[src/rtl/hcg_seq_pkg.sv]
package hcg_seq_pkg;
    localparam int HALVES = 4;
    localparam int SLOT_W = 2;

    typedef logic [SLOT_W-1:0] slot_t;

    typedef struct packed {
        logic  used;
        slot_t slot;
    } asg_t;

    typedef enum logic {
        POL_NEG = 1'b0,
        POL_POS = 1'b1
    } pol_t;

    function automatic int cnt_width(input int n);
        return $clog2(n + 1);
    endfunction
endpackage

[src/rtl/hcg_asg_table.sv]
module hcg_asg_table
    import hcg_seq_pkg::*;
#(
    parameter int NUM_HCG = 48,
    localparam int IW = $clog2(NUM_HCG)
) (
    input  logic                    clk,
    input  logic                    rst,
    input  logic                    wr_en,
    input  logic [IW-1:0]           wr_idx,
    input  asg_t                    wr_data,
    input  logic                    swap,
    output asg_t [NUM_HCG-1:0]      act_o
);
    asg_t [NUM_HCG-1:0] shadow_q;

    always_ff @(posedge clk) begin
        if (rst) begin
            shadow_q <= '0;
            act_o    <= '0;
        end else begin
            if (wr_en && (int'(wr_idx) < NUM_HCG))
                shadow_q[wr_idx] <= wr_data;
            if (swap)
                act_o <= shadow_q;
        end
    end

    AST_ACT_FROZEN: assert property (@(posedge clk) disable iff (rst)
        !swap |=> $stable(act_o));
endmodule

[src/rtl/hcg_fire_select.sv]
module hcg_fire_select
    import hcg_seq_pkg::*;
#(
    parameter int NUM_HCG = 48,
    localparam int CW = cnt_width(NUM_HCG)
) (
    input  asg_t [NUM_HCG-1:0]               act,
    input  logic [NUM_HCG-1:0]               fail,
    input  logic [HALVES-1:0][CW-1:0]        cnt,
    output logic [HALVES-1:0][NUM_HCG-1:0]   fire,
    output logic                             over
);
    always_comb begin
        logic [CW-1:0] run;
        logic          elig;
        fire = '0;
        for (int h = 0; h < HALVES; h++) begin
            run = '0;
            for (int i = 0; i < NUM_HCG; i++) begin
                elig = act[i].used && (act[i].slot == slot_t'(h)) && !fail[i];
                fire[h][i] = elig && (run < cnt[h]);
                if (elig) run = run + 1'b1;
            end
        end
    end

    always_comb begin
        logic [CW-1:0]   healthy;
        logic [CW+1:0]   total;
        healthy = '0;
        total   = '0;
        for (int i = 0; i < NUM_HCG; i++)
            if (act[i].used && !fail[i]) healthy = healthy + 1'b1;
        for (int h = 0; h < HALVES; h++)
            total = total + {2'b00, cnt[h]};
        over = total > {2'b00, healthy};
    end
endmodule

[src/rtl/hcg_win_timer.sv]
module hcg_win_timer
    import hcg_seq_pkg::*;
#(
    parameter int WIN_CYCLES = 500,
    localparam int CYW = $clog2(WIN_CYCLES)
) (
    input  logic              clk,
    input  logic              rst,
    input  logic              go,
    output logic              busy,
    output logic [SLOT_W-1:0] win,
    output logic [CYW-1:0]    cyc
);
    logic last_cyc;
    assign last_cyc = (cyc == CYW'(WIN_CYCLES - 1));

    always_ff @(posedge clk) begin
        if (rst) begin
            busy <= 1'b0;
            win  <= '0;
            cyc  <= '0;
        end else if (!busy) begin
            if (go) begin
                busy <= 1'b1;
                win  <= '0;
                cyc  <= '0;
            end
        end else if (last_cyc) begin
            cyc <= '0;
            if (win == SLOT_W'(HALVES - 1)) busy <= 1'b0;
            else                            win  <= win + 1'b1;
        end else begin
            cyc <= cyc + 1'b1;
        end
    end

    AST_TRIG_IGNORED: assert property (@(posedge clk) disable iff (rst)
        (busy && !(last_cyc && win == SLOT_W'(HALVES - 1))) |=> busy);
endmodule

[src/rtl/hcg_trigger_seq.sv]
module hcg_trigger_seq
    import hcg_seq_pkg::*;
#(
    parameter int N_GROUPS   = 4,
    parameter int GRP_SIZE   = 12,
    parameter int WIN_CYCLES = 500,
    localparam int NUM_HCG = N_GROUPS * GRP_SIZE,
    localparam int IW      = $clog2(NUM_HCG),
    localparam int CW      = cnt_width(NUM_HCG)
) (
    input  logic                   clk,
    input  logic                   rst,
    input  logic                   trig_i,
    input  logic                   pol_pos_i,
    input  logic                   pol_neg_i,
    input  logic                   failsafe_i,
    input  logic                   backup_i,
    input  logic [NUM_HCG-1:0]     fail_i,
    input  logic [HALVES*CW-1:0]   cnt_i,
    input  logic                   wr_en_i,
    input  logic [IW-1:0]          wr_idx_i,
    input  logic                   wr_used_i,
    input  logic [SLOT_W-1:0]      wr_slot_i,
    output logic [N_GROUPS-1:0]    ser_o,
    output logic [N_GROUPS-1:0]    frm_o,
    output logic                   pol_o,
    output logic                   busy_o,
    output logic                   cfg_err_o
);
    localparam int CYW = $clog2(WIN_CYCLES);
    localparam int BW  = $clog2(GRP_SIZE);

    logic                            busy;
    logic [SLOT_W-1:0]               win;
    logic [CYW-1:0]                  cyc;
    logic                            accept;
    asg_t [NUM_HCG-1:0]              act;
    logic [NUM_HCG-1:0]              fail_q;
    logic [HALVES-1:0][CW-1:0]       cnt_q;
    logic [HALVES-1:0][NUM_HCG-1:0]  fire;
    logic                            over;
    pol_t                            pol_state, pol_cap;
    logic                            blank_q, err_q, live;

    assign accept = trig_i && !busy;

    hcg_asg_table #(.NUM_HCG(NUM_HCG)) u_table (
        .clk(clk), .rst(rst), .wr_en(wr_en_i), .wr_idx(wr_idx_i),
        .wr_data('{used: wr_used_i, slot: wr_slot_i}),
        .swap(accept), .act_o(act)
    );

    hcg_fire_select #(.NUM_HCG(NUM_HCG)) u_select (
        .act(act), .fail(fail_q), .cnt(cnt_q), .fire(fire), .over(over)
    );

    hcg_win_timer #(.WIN_CYCLES(WIN_CYCLES)) u_timer (
        .clk(clk), .rst(rst), .go(accept), .busy(busy), .win(win), .cyc(cyc)
    );

    always_ff @(posedge clk) begin
        if (rst) begin
            fail_q    <= '0;
            cnt_q     <= '0;
            pol_state <= POL_NEG;
            pol_cap   <= POL_NEG;
            blank_q   <= 1'b0;
            err_q     <= 1'b0;
        end else begin
            if (pol_pos_i)      pol_state <= POL_POS;
            else if (pol_neg_i) pol_state <= POL_NEG;
            if (accept) begin
                fail_q  <= fail_i;
                cnt_q   <= cnt_i;
                pol_cap <= pol_state;
                blank_q <= failsafe_i;
            end else if (busy && failsafe_i) begin
                blank_q <= 1'b1;
            end
            if (busy && over) err_q <= 1'b1;
        end
    end

    assign live      = busy && !blank_q && !over && !backup_i;
    assign pol_o     = (pol_cap == POL_POS) && !backup_i;
    assign busy_o    = busy;
    assign cfg_err_o = err_q;

    for (genvar g = 0; g < N_GROUPS; g++) begin : g_grp
        logic [GRP_SIZE-1:0] bits;
        logic [BW-1:0]       idx;
        logic                bit_now;
        assign bits    = fire[win][g*GRP_SIZE +: GRP_SIZE];
        assign idx     = BW'(GRP_SIZE - 1) - BW'(cyc);
        assign bit_now = (int'(cyc) < GRP_SIZE) ? bits[idx] : 1'b0;
        assign ser_o[g] = live && bit_now;
        assign frm_o[g] = live && (cyc == '0);
    end

    for (genvar h = 0; h < HALVES; h++) begin : g_chk
        AST_SLOT_LIMIT: assert property (@(posedge clk) disable iff (rst)
            busy |-> ($countones(fire[h]) <= int'(cnt_q[h])));
        AST_FIRE_HEALTHY: assert property (@(posedge clk) disable iff (rst)
            busy |-> ((fire[h] & fail_q) == '0));
    end

    AST_IDLE_QUIET: assert property (@(posedge clk) disable iff (rst)
        !busy_o |-> (ser_o == '0 && frm_o == '0));
    AST_POL_HOLD: assert property (@(posedge clk) disable iff (rst)
        busy |=> $stable(pol_cap));
    AST_FAILSAFE_BLANK: assert property (@(posedge clk) disable iff (rst)
        ($past(failsafe_i) && busy_o) |-> (ser_o == '0 && frm_o == '0));
    AST_BACKUP_HOLD: assert property (@(posedge clk) disable iff (rst)
        backup_i |-> (ser_o == '0 && frm_o == '0 && !pol_o));
    AST_ERR_STICKY: assert property (@(posedge clk) disable iff (rst)
        cfg_err_o |=> cfg_err_o);
endmodule

[config.mk]
export PLATFORM = sky130hd
export DESIGN_NAME = hcg_trigger_seq
export DESIGN_NICKNAME = d
export VERILOG_FILES = /design/src/rtl/hcg_seq_pkg.sv /design/src/rtl/hcg_asg_table.sv /design/src/rtl/hcg_fire_select.sv /design/src/rtl/hcg_win_timer.sv /design/src/rtl/hcg_trigger_seq.sv
export SDC_FILE = /design/constraint.sdc
export NUM_CORES = 2
export LEC_CHECK = 0
export BUFFER_PORTS_ARGS = -buffer_cell sky130_fd_sc_hd__buf_2
export CORE_MARGIN = 3
export CORE_UTILIZATION = 33
export CTS_BUF_LIST = sky130_fd_sc_hd__clkbuf_16
export CTS_CLUSTER_DIAMETER = 50
export DETAILED_ROUTE_END_ITERATION = 10
export PLACE_DENSITY = 0.58
export SYNTH_ARGS = -nofsm -noshare
export SYNTH_HDL_FRONTEND = slang
export SYNTH_HIERARCHICAL = 1
export SYNTH_SLANG_ARGS = --single-unit
[constraint.sdc]
create_clock -name clk -period 33.3 [get_ports clk]
set_input_delay 3.33 -clock clk [delete_from_list [all_inputs] [get_ports clk]]
set_output_delay 3.33 -clock clk [all_outputs]
set_load 0.01 [all_outputs]
[Word-level counts from Yosys, hierarchy flattened]
Index checks and enable logic that the tools add are counted.
Operators by class
  reduce and logical (&&, ||, !) cells: 743
  add/sub/neg operators: 237
  magnitude comparators: 199
  equality and inequality tests: 148
  multiplexer cells: 268
Operator list (number)
  6-bit 2-to-1 mux: 231
  6-bit by 1-bit adder with 6-bit output, second input constant: 226
  6-bit less-than comparator: 184
  1-bit logical AND: 638
  2-bit == test, second input constant: 97
  144-bit bitwise mux: 1
  48-bit binary-select mux with 2-bit select: 1
  2-bit by 1-bit == test with 1-bit output, second input constant: 48
  2-bit logical NOT: 48
  1-bit logical NOT: 52
  48-bit 2-to-1 mux: 1
  9-bit 2-to-1 mux: 3
  1-bit by 6-bit less-than comparator with 1-bit output: 4
  1-bit by 6-bit less-than comparator with 1-bit output, first input constant: 4
  1-bit 2-to-1 mux: 21
  3-bit demux with 6-bit select: 1
  8-bit by 6-bit adder with 8-bit output: 2
  1-bit binary-select mux with 4-bit select: 4
  1-bit by 1-bit adder with 2-bit output, second input constant: 5
  9-bit by 1-bit adder with 9-bit output, second input constant: 1
  9-bit == test, second input constant: 1
  9-bit logical NOT: 1
  9-bit by 4-bit less-than comparator with 1-bit output, second input constant: 1
  8-bit by 6-bit greater-than comparator with 1-bit output: 1
  13 further kinds: 19
Storage, ports and cells
  word-level logic and storage cells: 1799
  output and inout port bits: 11
  input port bits: 89
  register bits after elaboration: 376

[Logic depth before layout (Yosys ltp)]
  depth after elaboration: 104
  mapped depth: 155
  mapped depth without buffers: 154

[Modules after synthesis]
The synthesis kept the hierarchy.
Modules (own cells, without submodules)
  hcg_fire_select: area an instance 63803.7 sq um, instances 1, seq. area each 0.0 sq um, cells an instance 8779
  hcg_asg_table: area an instance 10874.2 sq um, instances 1, seq. area each 5765.5 sq um, cells an instance 1006
  hcg_trigger_seq: area an instance 4252.8 sq um, instances 1, seq. area each 1521.5 sq um, cells an instance 453
  hcg_win_timer: area an instance 633.1 sq um, instances 1, seq. area each 240.2 sq um, cells an instance 70

[Least setup slack after synthesis]
Ideal clock, no wire load.
  path type: register to output
  from: register u_table/act_o[2] (netlist bit)
  to: output port ser_o[3]
  data required time: 29970 ps
  path slack: 3740 ps
  cell stages (with the launch flop): 150
  buffers on the path: 1
  data arrival time: 26230 ps
  path through: dfxtp_1 -> nor2b_1 -> inv_1 -> nor2_1 -> nand2_1 -> ha_1 -> xnor2_4 -> inv_1 -> ha_1 -> xnor3_1 -> a22o_1 -> or2_2 -> ha_1 -> xnor3_1 -> o21ai_0 -> o32ai_1 -> nand2_1 -> o31ai_1 -> [114 not listed] -> ha_1 -> nand2_1 -> o21a_1 -> inv_1 -> ha_1 -> nand2_1 -> nor4b_1 -> nor2_1 -> a21oi_1 -> xor2_1 -> ha_1 -> nor2b_1 -> o21ai_0 -> and4b_1 -> mux4_2 -> mux4_2 -> clkinv_1 -> o2bb2ai_1
RTL lines
  start, declared: RTL line hcg_asg_table.sv:13  | output asg_t [NUM_HCG-1:0] act_o
  start signal, assigned: RTL line hcg_asg_table.sv:25  | act_o <= shadow_q;
  end, declared: RTL line hcg_trigger_seq.sv:24  | output logic [N_GROUPS-1:0] ser_o,

[Worst setup path after layout]
  from: register fail_q[1]
  to: output port ser_o[3]
On the way
  elaborated cells between the ends (all ways): 569
  classes of those cells: add/sub (226); order compare (49); mux (236); reduce/logical (58)
RTL lines
  start, declared: RTL line hcg_trigger_seq.sv:38  | logic [NUM_HCG-1:0] fail_q;
  start signal, assigned: RTL line hcg_trigger_seq.sv:73  | fail_q <= fail_i;
  1-bit logical NOT *: RTL line hcg_fire_select.sv:33  | if (act[i].used && !fail[i]) healthy = healthy + 1'b1;
  1-bit logical AND *: RTL line hcg_fire_select.sv:33
  6-bit 2-to-1 mux *: RTL line hcg_fire_select.sv:33
  6-bit by 1-bit adder with 6-bit output: RTL line hcg_fire_select.sv:33
  6-bit 2-to-1 mux *: RTL line hcg_fire_select.sv:33
  6-bit by 1-bit adder with 6-bit output: RTL line hcg_fire_select.sv:33
  6-bit 2-to-1 mux *: RTL line hcg_fire_select.sv:33
  6-bit by 1-bit adder with 6-bit output: RTL line hcg_fire_select.sv:33
  [84 not listed]
  6-bit 2-to-1 mux *: RTL line hcg_fire_select.sv:33
  6-bit by 1-bit adder with 6-bit output: RTL line hcg_fire_select.sv:33
  6-bit 2-to-1 mux *: RTL line hcg_fire_select.sv:33
  8-bit by 6-bit greater-than comparator with 1-bit output *: RTL line hcg_fire_select.sv:36  | over = total > {2'b00, healthy};
  named net over: RTL line hcg_trigger_seq.sv:41  | logic over;
  1-bit logical NOT *: RTL line hcg_trigger_seq.sv:84  | assign live = busy && !blank_q && !over && !backup_i;
  1-bit logical AND * (2 in series): RTL line hcg_trigger_seq.sv:84
  1-bit logical AND *: RTL line hcg_trigger_seq.sv:96  | assign ser_o[g] = live && bit_now;
Mark *: on every way through the listed nets, which the timed path passes. The rest lies on a longest branch. The select of a mux whose other input is x is not followed.

==> results.ini <==
[worst_setup_path]
arrival_ns = 28.61
cp.depth = 141
crit_type = reg -> out
cp_slowest_cell = a221oi_1
start_kind = flip-flop
crit_buf_inv = 9
cp-end-kind = output port
cpMostUsedCell = ha_1
rr_worst_depth = 137
path_max_fanout = 6
rrSetupSlack_ns = 6.51
max_stage_delay_ns = 0.61
crit_required_ns = 29.97
crit_family = adder cells

[placed_design]
place_hpwl_um = 230000
port_buffers = 99
place_congestion = 0.9567
place_area_mm2 = 0.08390

[floorplanning]
chipWidth_um = 497.0
core_mm2 = 0.2387
dieArea_mm2 = 0.2470
fp.dieH_um = 497.0
start_util_pct = 33.33
num_rows = 179
ios = 100

[cells_and_area]
areaGrowthSynthToFinish_pct = 9.814
stdcell_area_mm2 = 0.08737
finalNetCount = 11540
multi_input_area_mm2 = 0.06987
antennaDiodeCount = 0
drive_above_1_share_pct = 9.816
final-seq-area_mm2 = 0.007537
fillers = 24860

[cts]
h-tree-depth = 2
holdBufCountCts = 0
clk_path_buf_depth = 3
cts_root_buf = clkbuf_16
cts_tree = done
clock_latency_ns = 0.74
clkTransAtPathRegs_ns = 0.06
cts_made_buffers = 60
clkSinkCount = 376

[pwr]
irDropWorstVdd_mv = 0.04305
leakagePower_nw = 38.56
powerDensity_mw_per_mm2 = 16.81
finalPower_mw = 1.469

[sta]
fin_hold_ws_ns = 0.4587
setup_viol = 0
drv_slew = 0
skew_ns = 0.08499
worst_pin_slew_ns = 1.392
slew_headroom_pct = 4.782
fin_crit_ns = 31.94
fmax_mhz = 31.31
period_share_pct = 95.92
hold_viol = 0

[synthesis]
async_flop_share_pct = 0
ys.flop_type = dfxtp_1
avgSynthCellArea_um2 = 7.719
synth-seq-cells = 376
ys_types = 133
synth_area_mm2 = 0.07956
synth_top_area_share_pct = 17.71
netlist_instances = 10310
ys_top_cells_by_count = ha_1, nand2_1, xnor2_1
synth_edf_count = 0
yosysMostFrequentCell = ha_1
yosysSeqAreaShare_pct = 9.461
yosysTopAreaCell = ha_1
synth_warnings = 6
synth_area_leaders = ha_1, xnor2_1, dfxtp_1

[global_routing]
track_usage_pct = 22.40
grt_overflow = 0
grt-busiest-layer = met2
grt_pass1_vias = 72390
grt_pass1_wl_um = 439400
grt_max_degree = 86
met1_usage_pct = 30.30
grtUsageMet2_pct = 35.87
antenna_found_initial = 13
use_met3_pct = 2.605

[drt]
drt-total-wl_um = 291800
post_drt_wl_per_cell_um = 21.57
remaining_drc_errors = 0
first_iter_violations = 6272
first_pass_iters = 8
vias = 76550
viasPerCell = 5.658
ant_nets = 0

[job]
drv_cap = 0

[min_path]
hold_depth = 2
hp-class = reg -> reg

[status]
status = completed

==> cells in the final DEF (no fill, tap or decap), drive strengths merged, types with 44 or more instances in the layout <==
master,netlist,final
dfxtp,376,376
nor2b,234,234
xnor2,1020,1020
nor2,806,806
ha,1126,1126
o21ai,567,567
inv,423,444
o22ai,47,47
o31ai,65,65
mux2i,377,377
a211oi,160,160
or3,67,67
nor3b,50,50
buf,114,320
xor2,379,379
xnor3,75,75
o21a,100,100
or2,44,44
nand4,119,119
a21o,94,94
clkbuf,283,60
nand2b,483,483
nand2,1065,1065
and2,64,64
nor3,226,226
a31oi,87,87
mux4,53,53
a21oi,556,556
nand3b,49,49
and3,106,106
nand3,301,301
o211ai,51,51
==> flip-flops by register name (all words and copies together) (netlist names) <==
register          count
pol_state             1
cnt_q                24
u_table/shadow_q    144
pol_cap               1
u_timer/win           2
u_timer/busy          1
cfg_err_o             1
u_table/act_o       144
fail_q               48
u_timer/cyc           9
blank_q               1
==> layer usage <==
layer  share of wire (%)  routed length [µm]
met3                 6.0               17420
met1                  45              131700
met5               0.015                  43
met2                  44              128600
met4                 4.8               14000
==> tightest hold or removal path, stage by stage (launching register included) <==
cell and delay (ns):
dfxtp_1 0.31, nand2_1 0.05, a21oi_1 0.05
==> cell families after synthesis <==
| logic type | after synthesis | synth area share (%) |
|---|---|---|
| compound gates | 2107 | 16.86 |
| xor+xnor | 1487 | 19.29 |
| fa+ha+maj | 1149 | 18.15 |
| buf+inv | 828 | 4.167 |
| flops | 376 | 9.461 |
| mux | 470 | 6.809 |
| other cells | 1 | 0.004713 |
| simple gates | 3890 | 25.26 |
==> final cells by class <==
cell class,instances,share of cell area [%]
clock inverters,52,0.7733
multi-input cells,9123,79.97
clock buffers,60,1.718
repair buffers,320,2.518
flip-flops and latches,376,8.627
inverters,430,1.860
well taps,3167,4.535
==> final timing paths <==
check,start,end
hold reg to reg,pol_cap,pol_cap
setup reg to reg,fail_q[1],cfg_err_o
hold / removal,pol_cap,pol_cap
setup / recovery,fail_q[1],ser_o[3]
==> report_power, final <==
part	switching, mW	internal (mW)
Clock	0.275	0.409
Combinational	0.196	0.117
Sequential	0.0138	0.457
Total	0.485	0.984
==> per-stage QoR <==
step	std cells	utilization [%]	setup TNS, ns	setup slack (ns)
6_report	13530	36.60	0	1.358
4_1_cts	13480	36.09	0	0.07182
3_5_place_dp	13360	35.14	0	0.04824
3_3_place_gp	13360	35.14	0	0.4692
2_1_floorplan	10330	-	0	3.740
5_1_grt	13530	36.60	-0.3078	-0.1187
==> what timing repair did <==
item | CTS | global route
gates resized for setup | 17 | 191
setup endpoints to repair | 8 | 8
buffers inserted | 4 | 47
pin swaps | 3 | 57
Power figures use the tool's default switching activity.
